===== src/rtl/vxp_pkg.sv =====
// Shared types and constants for the vector prefix decoder.
// Assumes 8-bit instruction bytes and a 4-bit register index.
package vxp_pkg;
    localparam int BYTE_W = 8;
    localparam int VREG_W = 4;
    localparam int LEG_W  = 5;

    localparam logic [BYTE_W-1:0] LEAD_SHORT = 8'hC5;
    localparam logic [BYTE_W-1:0] LEAD_LONG  = 8'hC4;

    typedef enum logic [1:0] {
        CPU_REAL   = 2'd0,
        CPU_V86    = 2'd1,
        CPU_PROT32 = 2'd2,
        CPU_LONG64 = 2'd3
    } cpu_mode_e;

    typedef enum logic [1:0] {
        FORM_LEGACY = 2'd0,
        FORM_SHORT  = 2'd1,
        FORM_LONG   = 2'd2
    } pfx_form_e;

    typedef struct packed {
        logic              r;
        logic              x;
        logic              b;
        logic              w;
        logic              l;
        logic [VREG_W-1:0] vreg;
        logic [1:0]        simd;
        logic [1:0]        map;
        logic              map_bad;
    } vfields_t;
endpackage


===== src/rtl/vxp_unpack.sv =====
// Expands the inverted, packed payload bytes into plain fields.
// Assumes pay1/pay2 hold the payload in arrival order; pay2 is unused for
// the short form. narrow selects 32-bit rules (top register bit and B dropped).
module vxp_unpack
    import vxp_pkg::*;
(
    input  pfx_form_e          form,
    input  logic [BYTE_W-1:0]  pay1,
    input  logic [BYTE_W-1:0]  pay2,
    input  logic               narrow,
    output vfields_t           f
);
    logic [VREG_W-1:0] vraw;

    // Field extraction per prefix form.
    always_comb begin
        f    = '0;
        vraw = '0;
        if (form == FORM_SHORT) begin
            f.r    = ~pay1[7];
            vraw   = ~pay1[6:3];
            f.l    = pay1[2];
            f.simd = pay1[1:0];
            f.map  = 2'd1;
        end else if (form == FORM_LONG) begin
            f.r       = ~pay1[7];
            f.x       = ~pay1[6];
            f.b       = narrow ? 1'b0 : ~pay1[5];
            f.map     = pay1[1:0];
            f.map_bad = !((pay1[4:0] == 5'd1) || (pay1[4:0] == 5'd2) ||
                          (pay1[4:0] == 5'd3));
            f.w       = pay2[7];
            vraw      = ~pay2[6:3];
            f.l       = pay2[2];
            f.simd    = pay2[1:0];
        end
        f.vreg = narrow ? {1'b0, vraw[VREG_W-2:0]} : vraw;
    end
endmodule


===== src/rtl/vxp_fault_check.sv =====
// Folds the prefix-level illegal encodings into one fault flag.
// Assumes the side inputs belong to the opcode that follows the prefix.
module vxp_fault_check #(
    parameter int VREG_W = 4
) (
    input  logic              is_vec,
    input  logic              leg_any,
    input  logic              map_bad,
    input  logic              uses_vvvv,
    input  logic [VREG_W-1:0] vreg,
    input  logic              len_any,
    input  logic [1:0]        len_allow,
    input  logic              l,
    output logic              fault
);
    logic reg_bad;
    logic len_bad;

    // Individual rule violations and their union.
    always_comb begin
        reg_bad = !uses_vvvv && (vreg != '0);
        len_bad = !len_any && !len_allow[l];
        fault   = is_vec && (leg_any || map_bad || reg_bad || len_bad);
    end
endmodule


===== src/rtl/vxp_is4.sv =====
// Extracts the fourth register index from an imm8 byte, one cycle latency.
// Assumes narrow is 1 in 32-bit mode, where the top index bit is dropped.
module vxp_is4 #(
    parameter int IMM_W = 8,
    parameter int REG_W = 4
) (
    input  logic             clk,
    input  logic             rst_n,
    input  logic             imm_valid,
    input  logic [IMM_W-1:0] imm_byte,
    input  logic             narrow,
    output logic             is4_valid,
    output logic [REG_W-1:0] is4_reg
);
    localparam int TOP = IMM_W - 1;

    // Register the upper imm8 field, masking the top bit in 32-bit mode.
    always_ff @(posedge clk) begin
        if (!rst_n) begin
            is4_valid <= 1'b0;
            is4_reg   <= '0;
        end else begin
            is4_valid <= imm_valid;
            if (imm_valid)
                is4_reg <= {imm_byte[TOP] & ~narrow, imm_byte[TOP-1:IMM_W-REG_W]};
        end
    end

    a_r11_narrow_mask: assert property (@(posedge clk) disable iff (!rst_n)
        imm_valid && narrow |=> is4_valid && !is4_reg[REG_W-1]);
endmodule


===== src/rtl/vxp_decoder.sv =====
// Top: byte-serial vector prefix decoder with a one-cycle result pulse.
// Assumes the upstream holds in_valid/in_byte stable until accepted and
// presents the legality side inputs together with the opcode byte.
module vxp_decoder
    import vxp_pkg::*;
(
    input  logic        clk,
    input  logic        rst_n,
    input  logic        in_valid,
    output logic        in_ready,
    input  logic [7:0]  in_byte,
    input  logic [1:0]  cpu_mode,
    input  logic [4:0]  leg_seen,
    input  logic        op_uses_vvvv,
    input  logic        op_len_any,
    input  logic [1:0]  op_len_allow,
    input  logic        imm_valid,
    input  logic [7:0]  imm_byte,
    output logic        res_valid,
    output logic [1:0]  res_form,
    output logic [7:0]  res_opcode,
    output logic [3:0]  res_vreg,
    output logic        res_l,
    output logic        res_w,
    output logic        res_r,
    output logic        res_x,
    output logic        res_b,
    output logic [1:0]  res_simd,
    output logic [1:0]  res_map,
    output logic        res_fault,
    output logic        is4_valid,
    output logic [3:0]  is4_reg
);
    typedef enum logic [2:0] {S_LEAD, S_PAY1, S_PAY2, S_OPC, S_DONE} st_e;

    st_e               st;
    pfx_form_e         form_q;
    cpu_mode_e         mode_q;
    logic [BYTE_W-1:0] lead_q, pay1_q, pay2_q, opc_q;
    logic              leg_q, uses_q, any_q;
    logic [1:0]        allow_q;
    logic              recog, peek_legacy, take, is_vec, fault;
    vfields_t          f;

    // Handshake and recognition decisions for the current byte.
    always_comb begin
        recog       = (cpu_mode_e'(cpu_mode) == CPU_PROT32) ||
                      (cpu_mode_e'(cpu_mode) == CPU_LONG64);
        peek_legacy = (st == S_PAY1) && (mode_q == CPU_PROT32) &&
                      in_valid && (in_byte[7:6] != 2'b11);
        in_ready    = (st != S_DONE) && !peek_legacy;
        take        = in_valid && in_ready;
        is_vec      = (form_q != FORM_LEGACY);
    end

    // Byte sequencer: lead, payload, opcode, result.
    always_ff @(posedge clk) begin
        if (!rst_n) begin
            st      <= S_LEAD;
            form_q  <= FORM_LEGACY;
            mode_q  <= CPU_REAL;
            lead_q  <= '0;
            pay1_q  <= '0;
            pay2_q  <= '0;
            opc_q   <= '0;
            leg_q   <= 1'b0;
            uses_q  <= 1'b0;
            any_q   <= 1'b0;
            allow_q <= '0;
        end else begin
            case (st)
                S_LEAD: if (take) begin
                    lead_q <= in_byte;
                    mode_q <= cpu_mode_e'(cpu_mode);
                    leg_q  <= |leg_seen;
                    if (recog && (in_byte == LEAD_SHORT || in_byte == LEAD_LONG)) begin
                        form_q <= (in_byte == LEAD_SHORT) ? FORM_SHORT : FORM_LONG;
                        st     <= S_PAY1;
                    end else begin
                        form_q <= FORM_LEGACY;
                        opc_q  <= in_byte;
                        st     <= S_DONE;
                    end
                end
                S_PAY1: if (peek_legacy) begin
                    form_q <= FORM_LEGACY;
                    opc_q  <= lead_q;
                    st     <= S_DONE;
                end else if (take) begin
                    pay1_q <= in_byte;
                    st     <= (form_q == FORM_SHORT) ? S_OPC : S_PAY2;
                end
                S_PAY2: if (take) begin
                    pay2_q <= in_byte;
                    st     <= S_OPC;
                end
                S_OPC: if (take) begin
                    opc_q   <= in_byte;
                    uses_q  <= op_uses_vvvv;
                    any_q   <= op_len_any;
                    allow_q <= op_len_allow;
                    st      <= S_DONE;
                end
                default: st <= S_LEAD;
            endcase
        end
    end

    vxp_unpack u_unpack (
        .form   (form_q),
        .pay1   (pay1_q),
        .pay2   (pay2_q),
        .narrow (mode_q == CPU_PROT32),
        .f      (f)
    );

    vxp_fault_check #(.VREG_W(VREG_W)) u_fault (
        .is_vec    (is_vec),
        .leg_any   (leg_q),
        .map_bad   (f.map_bad),
        .uses_vvvv (uses_q),
        .vreg      (f.vreg),
        .len_any   (any_q),
        .len_allow (allow_q),
        .l         (f.l),
        .fault     (fault)
    );

    vxp_is4 #(.IMM_W(BYTE_W), .REG_W(VREG_W)) u_is4 (
        .clk       (clk),
        .rst_n     (rst_n),
        .imm_valid (imm_valid),
        .imm_byte  (imm_byte),
        .narrow    (cpu_mode_e'(cpu_mode) == CPU_PROT32),
        .is4_valid (is4_valid),
        .is4_reg   (is4_reg)
    );

    // Result outputs; legacy results carry no prefix fields.
    always_comb begin
        res_valid  = (st == S_DONE);
        res_form   = form_q;
        res_opcode = opc_q;
        res_vreg   = is_vec ? f.vreg : '0;
        res_l      = is_vec & f.l;
        res_w      = is_vec & f.w;
        res_r      = is_vec & f.r;
        res_x      = is_vec & f.x;
        res_b      = is_vec & f.b;
        res_simd   = is_vec ? f.simd : '0;
        res_map    = is_vec ? f.map : '0;
        res_fault  = fault;
    end

    a_r12_single_pulse: assert property (@(posedge clk) disable iff (!rst_n)
        res_valid |=> !res_valid);
    a_r1_legacy_clean: assert property (@(posedge clk) disable iff (!rst_n)
        res_valid && res_form == 2'd0 |-> !res_fault && res_vreg == 4'd0);
    a_r10_narrow_fields: assert property (@(posedge clk) disable iff (!rst_n)
        res_valid && res_form != 2'd0 && mode_q == CPU_PROT32 |->
        !res_vreg[3] && !res_b && !res_r && !res_x);
    a_r4_good_map: assert property (@(posedge clk) disable iff (!rst_n)
        res_valid && res_form != 2'd0 && !res_fault |-> res_map != 2'd0);
endmodule


===== config.mk =====
export PLATFORM = sky130hd
export DESIGN_NAME = vxp_decoder
export DESIGN_NICKNAME = d
export VERILOG_FILES = /design/src/rtl/vxp_pkg.sv /design/src/rtl/vxp_unpack.sv /design/src/rtl/vxp_fault_check.sv /design/src/rtl/vxp_is4.sv /design/src/rtl/vxp_decoder.sv
export SDC_FILE = /design/constraint.sdc
export NUM_CORES = 1
export LEC_CHECK = 0
export BUFFER_PORTS_ARGS = -buffer_cell sky130_fd_sc_hd__buf_2
export CAP_MARGIN = 20
export CELL_PAD_IN_SITES_DETAIL_PLACEMENT = 1
export CELL_PAD_IN_SITES_GLOBAL_PLACEMENT = 1
export CORE_MARGIN = 2
export CORE_UTILIZATION = 40
export CTS_CLUSTER_DIAMETER = 200
export CTS_CLUSTER_SIZE = 16
export DETAILED_ROUTE_END_ITERATION = 6
export HOLD_SLACK_MARGIN = 0.12
export PLACE_DENSITY_LB_ADDON = 0.3
export SLEW_MARGIN = 20
export SYNTH_ARGS = -nofsm -noshare
export SYNTH_HDL_FRONTEND = slang
export SYNTH_SLANG_ARGS = --single-unit

===== constraint.sdc =====
create_clock -name clk -period 3.6 [get_ports clk]
set_clock_uncertainty 0.1 [all_clocks]
set_input_delay 0.54 -clock clk [delete_from_list [all_inputs] [get_ports clk]]
set_output_delay 0.54 -clock clk [all_outputs]
set_load 0.1 [all_outputs]

==> results of run 1 <==
==> per-stage QoR <==
| step | cell area, um2 | instances | utilization |
|---|---|---|---|
| floorplan | 2230 | 252 | - |
| global placement | 2560 | 366 | 0.494 |
| detailed placement | 2560 | 366 | 0.494 |
| CTS | 2690 | 374 | 0.520 |
| global route | 2700 | 374 | 0.521 |
| finish | 2700 | 374 | 0.521 |
==> cell usage after synthesis (all sizes together), types with 3 or more instances <==
cell / number / share of area
a21oi: 23 / 0.053
a22o: 5 / 0.020
and2: 5 / 0.014
buf: 8 / 0.019
clkbuf: 8 / 0.014
dfxtp: 49 / 0.45
inv: 5 / 0.0086
mux2i: 23 / 0.11
nand2: 48 / 0.083
nand2b: 4 / 0.011
nor2: 24 / 0.041
nor2b: 3 / 0.0086
nor3: 4 / 0.0092
nor3b: 5 / 0.017
o21ai: 3 / 0.0069
o221a: 8 / 0.041
o22ai: 3 / 0.0086
==> routing by layer <==
| layer | global-route usage | wire length, um | vias up |
|---|---|---|---|
| met4 | 0.0625 | 63 | 0 |
| li1 | - | - | 986 |
| met1 | 0.269 | 2790 | 989 |
| met5 | 0 | 0 | - |
| met3 | 0.0500 | 251 | 5 |
| met2 | 0.385 | 3110 | 41 |
==> final timing paths <==
path	startpoint	endpoint	slack [ns]	depth (start not counted)
max	res_form[0]	res_fault	0.54	5
min	imm_byte[6]	u_is4.is4_reg[2]	0.36	3
max reg2reg	st[0]	pay1_q[3]	1.37	4
min reg2reg	mode_q[1]	mode_q[1]	0.36	2
==> area by class of cell <==
class	instances	share of cell area
sequential	49	0.365
tap	70	0.0325
timing repair buffer	60	0.114
clock buffer	5	0.0255
clock inverter	3	0.0241
multi-input combinational	182	0.432
inverter	5	0.00696
==> logic make-up after synthesis <==
family	after synthesis
muxes	24
and+or+nand+nor	105
AOI/OAI and AO/OA	53
buffers and inverters	21
DFF	49
==> worst register-to-register path: stages, from the launching register on <==
cell and delay (ns):
dfxtp_1 0.59, or3b_1 0.49, a2111o_1 0.63, mux2i_1 0.23, nor2_1 0.06
==> power groups by stage <==
stage          Combinational, uW  Clock, uW  Sequential (uW)
2_1_floorplan               93.1          0              678
3_3_place_gp                 229          0              596
3_5_place_dp                 233          0              596
4_1_cts                      234        472              585
5_1_grt                      248        491              588
6_report                     232        464              585
==> parameters.txt, run 1 <==
Parameter                              Value

Status
  Run status ... completed

Placed design
  Last weighted congestion value of the routability-driven placer ... 0.828
  Detailed placer's ending HPWL ... approximately 4500 um
  # port buffers ... 57
  Dpl ws ... approximately 0.9 ns

Synthesis
  Post-Syn Area ... between 0.002 and 0.0025 mm2
  Syn_nets ... around 280
  Most frequently used flop master after synthesis ... dfxtp_1
  Post-Synth Adder-Cell Area ... 0
  Post-synthesis instance total ... roughly 250
  Syn avg cell area ... between 8 and 9 um2
  Post-synth EDFFs ... 0
  Multiplexer fraction of the synthesized cell area ... 0.111
  Synthesis-stage register bit count ... 49
  Count of synthesis-stage warnings from yosys ... 0
  FFs w/ async S/R, synth ... 0
  Xor-xnor portion of the synthesized cell area ... 0
  Synth Area in Compound Gates ... 0.173
  Distinct cell type count of the synthesized netlist ... 40
  Simple-gate portion of the synthesized area ... 0.224
  Sequential-to-total area share from yosys stat ... 0.450
  Largest family of logic cells by synthesized area ... simple AND/OR/NAND/NOR gates

Floorplanning
  Die Ht ... ~80 um
  Core region area ... 0.00517 mm2
  Row cnt ... 26
  Ports ... 62
  Effective utilization at floorplan ... 0.421
  Die X ... between 70 and 80 um
  Total Die Area ... ~0.0061 mm2

Clock tree
  Worst-path clk slew ... about 0.09 ns
  TritonCTS clock tree ... done
  Count of cells resized by post-cts repair ... 0
  CTS Hold Bufs ... 0
  Number of buffers on the longest clock path ... 2
  Clock sink count ... a little under 50
  Number of levels in the clock H-tree ... 2
  Cts bufs inserted ... 5
  Clock latency on the worst-skew pair ... around 0.30 ns
  Number of setup buffers added after CTS ... 0
  Root buf cell ... clkbuf_8

Global routing
  Overflow after GRT ... 0
  Initial antenna violation count ... 0
  Via count of the first global-routing pass ... about 2100
  Global-route wire length before repair ... 10400 um
  Aggregate global-route resource usage ... 0.220
  Pin count of the biggest net entering global routing ... 25

STA
  Final clock period utilization by the worst path ... 0.850
  Least setup slack across all paths after layout ... about 0.54 ns
  Final Hold Fails ... 0
  Transition time of the tightest slew-check pin ... 0.765 ns
  RSZ-0062 raised after global routing ... no
  Highest clock rate ... approximately 330 MHz
  Worst hold margin ... 0.359 ns
  Total of endpoints with negative setup slack in the final report ... 0
  Final critical delay including setup and external delays ... approximately 3 ns
  Sum of negative setup slack ... 0 ns
  Final Max Slew Viols ... 0
  Relative slew margins ... 0.490

Drt
  Drt via density ... roughly 5.4
  Via Count ... about 2000
  Average detailed-routed wire length per instance ... 16.6 um
  Post-detailed-route count of antenna-violating nets ... 0
  Number of detailed-route iterations in the first pass ... 4
  Total detailed-routing wirelength ... around 6200 um
  Residual DRC ... 0
  Iteration-0 DRC Markers ... 84

Finish
  Antenna diode count ... 0
  Area of all sequential standard cells ... 983 um2
  Final-stage net count ... between 300 and 400
  Area overhead of the layout relative to synthesis ... 23.8%
  Total area of multi-input combinational cells ... about 0.0012 mm2
  Fillcell total ... 626
  Commonest cells after routing, fill and taps aside ... buf_2 (57), nand2_1 (48), dfxtp_1 (47)
  Leading cell type in the layout, fill and taps excluded ... buf_2
  Share of layout cells above drive strength 1 ... 0.286

Worst setup path
  CP arrival ... 2.42 ns
  CP Cell Sequence ... nand2b_1 > o22ai_4 > o41a_1 > o32a_2 > buf_2
  Critical path startpoint category ... register
  Sum of buffers and inverters on the critical path ... 1
  Crit path kind ... reg -> out
  Top Family by Delay on Critical Path ... compound AO/OA/AOI/OAI gates
  Required time reported for the critical path endpoint ... between 2 and 3 ns
  Biggest fanout along the worst timing path ... 10
  Slowest stage cell, crit path ... o41a_1
  Category of the worst setup path capture point ... output pin
  Worst stage delay on the critical path ... about 0.45 ns

Worst hold path
  Type of the tightest min-delay check ... in -> reg

Power and ir drop
  Clock network power share ... 0.362
  Portion of total power attributed to sequential cells ... 0.456
  Internal power summed over all cells ... approximately 900 uW
  Switching power ... between 300 and 400 uW
  Maximum vdd drop ... about 0.23 mV
  Areal power density over the cells ... approximately 480 mW/mm2
  Pleak ... between 0.001 and 0.0015 uW
  Logic pwr share ... 0.181
  Pwr Total ... between 1000 and 1500 uW
  Switching power as a share of total power ... 0.297

Flow run
  Max-cap viol count ... 0
Power figures use the tool's default switching activity.
==> inputs of run 2 (changes only) <==
- HOLD_SLACK_MARGIN: 0.12 -> 0.08
- MAX_ROUTING_LAYER: not set -> met4
==> run 2 against run 1 <==
Net effect:
- hold slack barely moved
- worst setup slack worse by 0.0014 ns
- via count is 0.49% lower
- die area unchanged
- clock power about the same
- wire length hardly changed
- register-to-register slack gained 0.02 ns
- core utilization unchanged
- largest cell class unchanged
- highest routed layer unchanged
==> parameters.txt, run 2 (synthesis gave the netlist of run 1 again) <==
Parameter                              Value

Drt
  Residual DRC ... 0 (unchanged)
  Post-detailed-route count of antenna-violating nets ... 0 (unchanged)
  Total detailed-routing wirelength ... 6210 um (about the same)
  Iteration-0 DRC Markers ... 91 (+8.3%)
  Average detailed-routed wire length per instance ... 16.6 um (about the same)
  Drt via density ... 5.38 (-0.49%)
  Number of detailed-route iterations in the first pass ... 4 (unchanged)
  Via Count ... 2011 (-0.49%)

Worst hold path
  Worst Hold Path Cells ... 3 (unchanged)
  Type of the tightest min-delay check ... in -> reg
  Hold Crit Start ... imm_byte[6]

STA
  RSZ-0062 raised after global routing ... no
  Final Max Slew Viols ... 0 (unchanged)
  Total of endpoints with negative setup slack in the final report ... 0 (unchanged)
  Relative slew margins ... 0.487 (-0.00358)
  Final critical delay including setup and external delays ... 3.06 ns (+0.00137 ns)
  Sum of negative setup slack ... 0 ns (unchanged)
  Final Hold Fails ... 0 (unchanged)
  Final clock period utilization by the worst path ... 0.851 (about the same)
  Worst hold margin ... 0.359 ns (-0.000119 ns)
  Transition time of the tightest slew-check pin ... 0.770 ns (+0.00537 ns)
  Highest clock rate ... 327 MHz (about the same)
  Least setup slack across all paths after layout ... 0.537 ns (-0.00137 ns)

Global routing
  Pin count of the biggest net entering global routing ... 25 (unchanged)
  Global-route wire length before repair ... 10400 um (unchanged)
  Via count of the first global-routing pass ... 2089 (-0.29%)
  Aggregate global-route resource usage ... 0.226 (+0.00613)
  Initial antenna violation count ... 0 (unchanged)
  Overflow after GRT ... 0 (unchanged)

Clock tree
  Clock latency on the worst-skew pair ... 0.30 ns (about the same)
  Clock sink count ... 49 (unchanged)
  Worst-path clk slew ... 0.09 ns (about the same)
  CTS Hold Bufs ... 0 (unchanged)
  Number of buffers on the longest clock path ... 2 (unchanged)
  Cts bufs inserted ... 5 (unchanged)
  Count of cells resized by post-cts repair ... 0 (unchanged)
  Root buf cell ... clkbuf_8
  Number of levels in the clock H-tree ... 2 (unchanged)
  Number of setup buffers added after CTS ... 0 (unchanged)
  TritonCTS clock tree ... done

Finish
  Area overhead of the layout relative to synthesis ... 23.8% (unchanged)
  Antenna diode count ... 0 (unchanged)
  Commonest cells after routing, fill and taps aside ... buf_2 (57), nand2_1 (48), dfxtp_1 (47)
  Final-stage net count ... 334 (unchanged)
  Leading cell type in the layout, fill and taps excluded ... buf_2
  Fillcell total ... 626 (unchanged)
  Share of layout cells above drive strength 1 ... 0.286 (unchanged)
  Final Instance Count excl. Fillers ... 374 (unchanged)
  Layout Cell Area excl Fill ... 0.00270 mm2 (unchanged)

Power and ir drop
  Areal power density over the cells ... 475 mW/mm2 (about the same)
  Portion of total power attributed to sequential cells ... 0.457 (about the same)
  Logic pwr share ... 0.182 (about the same)
  Switching power ... 380 uW (about the same)
  Maximum vdd drop ... 0.226 mV (about the same)
  Pleak ... 0.00123 uW (unchanged)
  Internal power summed over all cells ... 901 uW (about the same)
  Switching power as a share of total power ... 0.297 (about the same)
  Clock network power share ... 0.362 (about the same)

Placed design
  Cell Count Post-Placement ... 366 (unchanged)
  Detailed placer's ending HPWL ... 4490 um (unchanged)
  Total placed instance area ... 0.00256 mm2 (unchanged)
  Dpl ws ... 0.882 ns (unchanged)
  # port buffers ... 57 (unchanged)
  Last weighted congestion value of the routability-driven placer ... 0.841 (+1.5%)

Worst setup path
  Required time reported for the critical path endpoint ... 2.96 ns (about the same)
  CP Cell Sequence ... nand2b_1 > o22ai_4 > o41a_1 > o32a_2 > buf_2
  Top Family by Delay on Critical Path ... compound AO/OA/AOI/OAI gates
  Slowest stage cell, crit path ... o41a_1
  Path depth of the worst reg2reg path ... 4 (unchanged)
  Worst stage delay on the critical path ... 0.45 ns (about the same)
  RR Startpoint ... st[0]
  Critical path startpoint category ... register
  Sum of buffers and inverters on the critical path ... 1 (unchanged)
  CP arrival ... 2.42 ns (about the same)
  First element of the critical path ... res_form[0]
  Biggest fanout along the worst timing path ... 10 (unchanged)
  Category of the worst setup path capture point ... output pin
  Number of cells on the critical path ... 5 (unchanged)
  Crit path kind ... reg -> out

Floorplanning
  Effective utilization at floorplan ... 0.421 (unchanged)
  Total Die Area ... 0.00605 mm2 (unchanged)
  Die X ... 77.8 um (unchanged)
  Die Ht ... 77.8 um (unchanged)
  Row cnt ... 26 (unchanged)
  Core region area ... 0.00517 mm2 (unchanged)
  Ports ... 62 (unchanged)

Status
  Run status ... completed

Flow run
  Max-cap viol count ... 0 (unchanged)
-- run 2: cell counts in the layout (fill, tap and decap cells not counted) --
No cell type changed its count.
-- run 2: layer usage --
layer | global-route usage | wire length [um] | vias up
li1 | - | - | 982
met1 | 0.271 | 2790 | 983
met2 | 0.384 | 3110 | 41
met3 | 0.0488 | 247 | 5
met4 | 0.0625 | 68 | 0
met5 | - | 0 | -
-- run 2: power by group through the flow --
stage | Combinational (uW) | Clock (uW) | Sequential (uW)
after floorplan | 93.1 | 0 | 678
after global placement | 229 | 0 | 596
after detailed placement | 233 | 0 | 596
after CTS | 234 | 472 | 585
after global routing | 248 | 492 | 588
final | 233 | 464 | 585
-- run 2: worst reg2reg max path, cell delays in order (launching register included) --
cell and delay (ns):
dfxtp_1 0.58, or3b_1 0.49, a2111o_1 0.63, mux2i_1 0.23, nor2_1 0.06
-- run 2: layout make-up --
| type | count | area (um2) | area share |
|---|---|---|---|
| Clock buffer | 5 | 68.8 | 0.0255 |
| Multi-Input combinational cell | 182 | 1160 | 0.432 |
| Sequential cell | 49 | 983 | 0.365 |
| Inverter | 5 | 18.8 | 0.00696 |
| Tap cell | 70 | 87.6 | 0.0325 |
| Clock inverter | 3 | 65.1 | 0.0241 |
| Timing Repair Buffer | 60 | 308 | 0.114 |
-- run 2: worst paths after layout --
path	slack [ns]	to
max	0.54	res_fault
min	0.36	u_is4.is4_reg[2]
max reg2reg	1.39	pay1_q[3]
min reg2reg	0.36	mode_q[1]
-- run 2: stage by stage --
| step | total power, uW | utilization |
|---|---|---|
| after floorplan | 772 | - |
| after global placement | 825 | 0.494 |
| after detailed placement | 829 | 0.494 |
| after CTS | 1290 | 0.520 |
| after global routing | 1330 | 0.521 |
| final | 1280 | 0.521 |
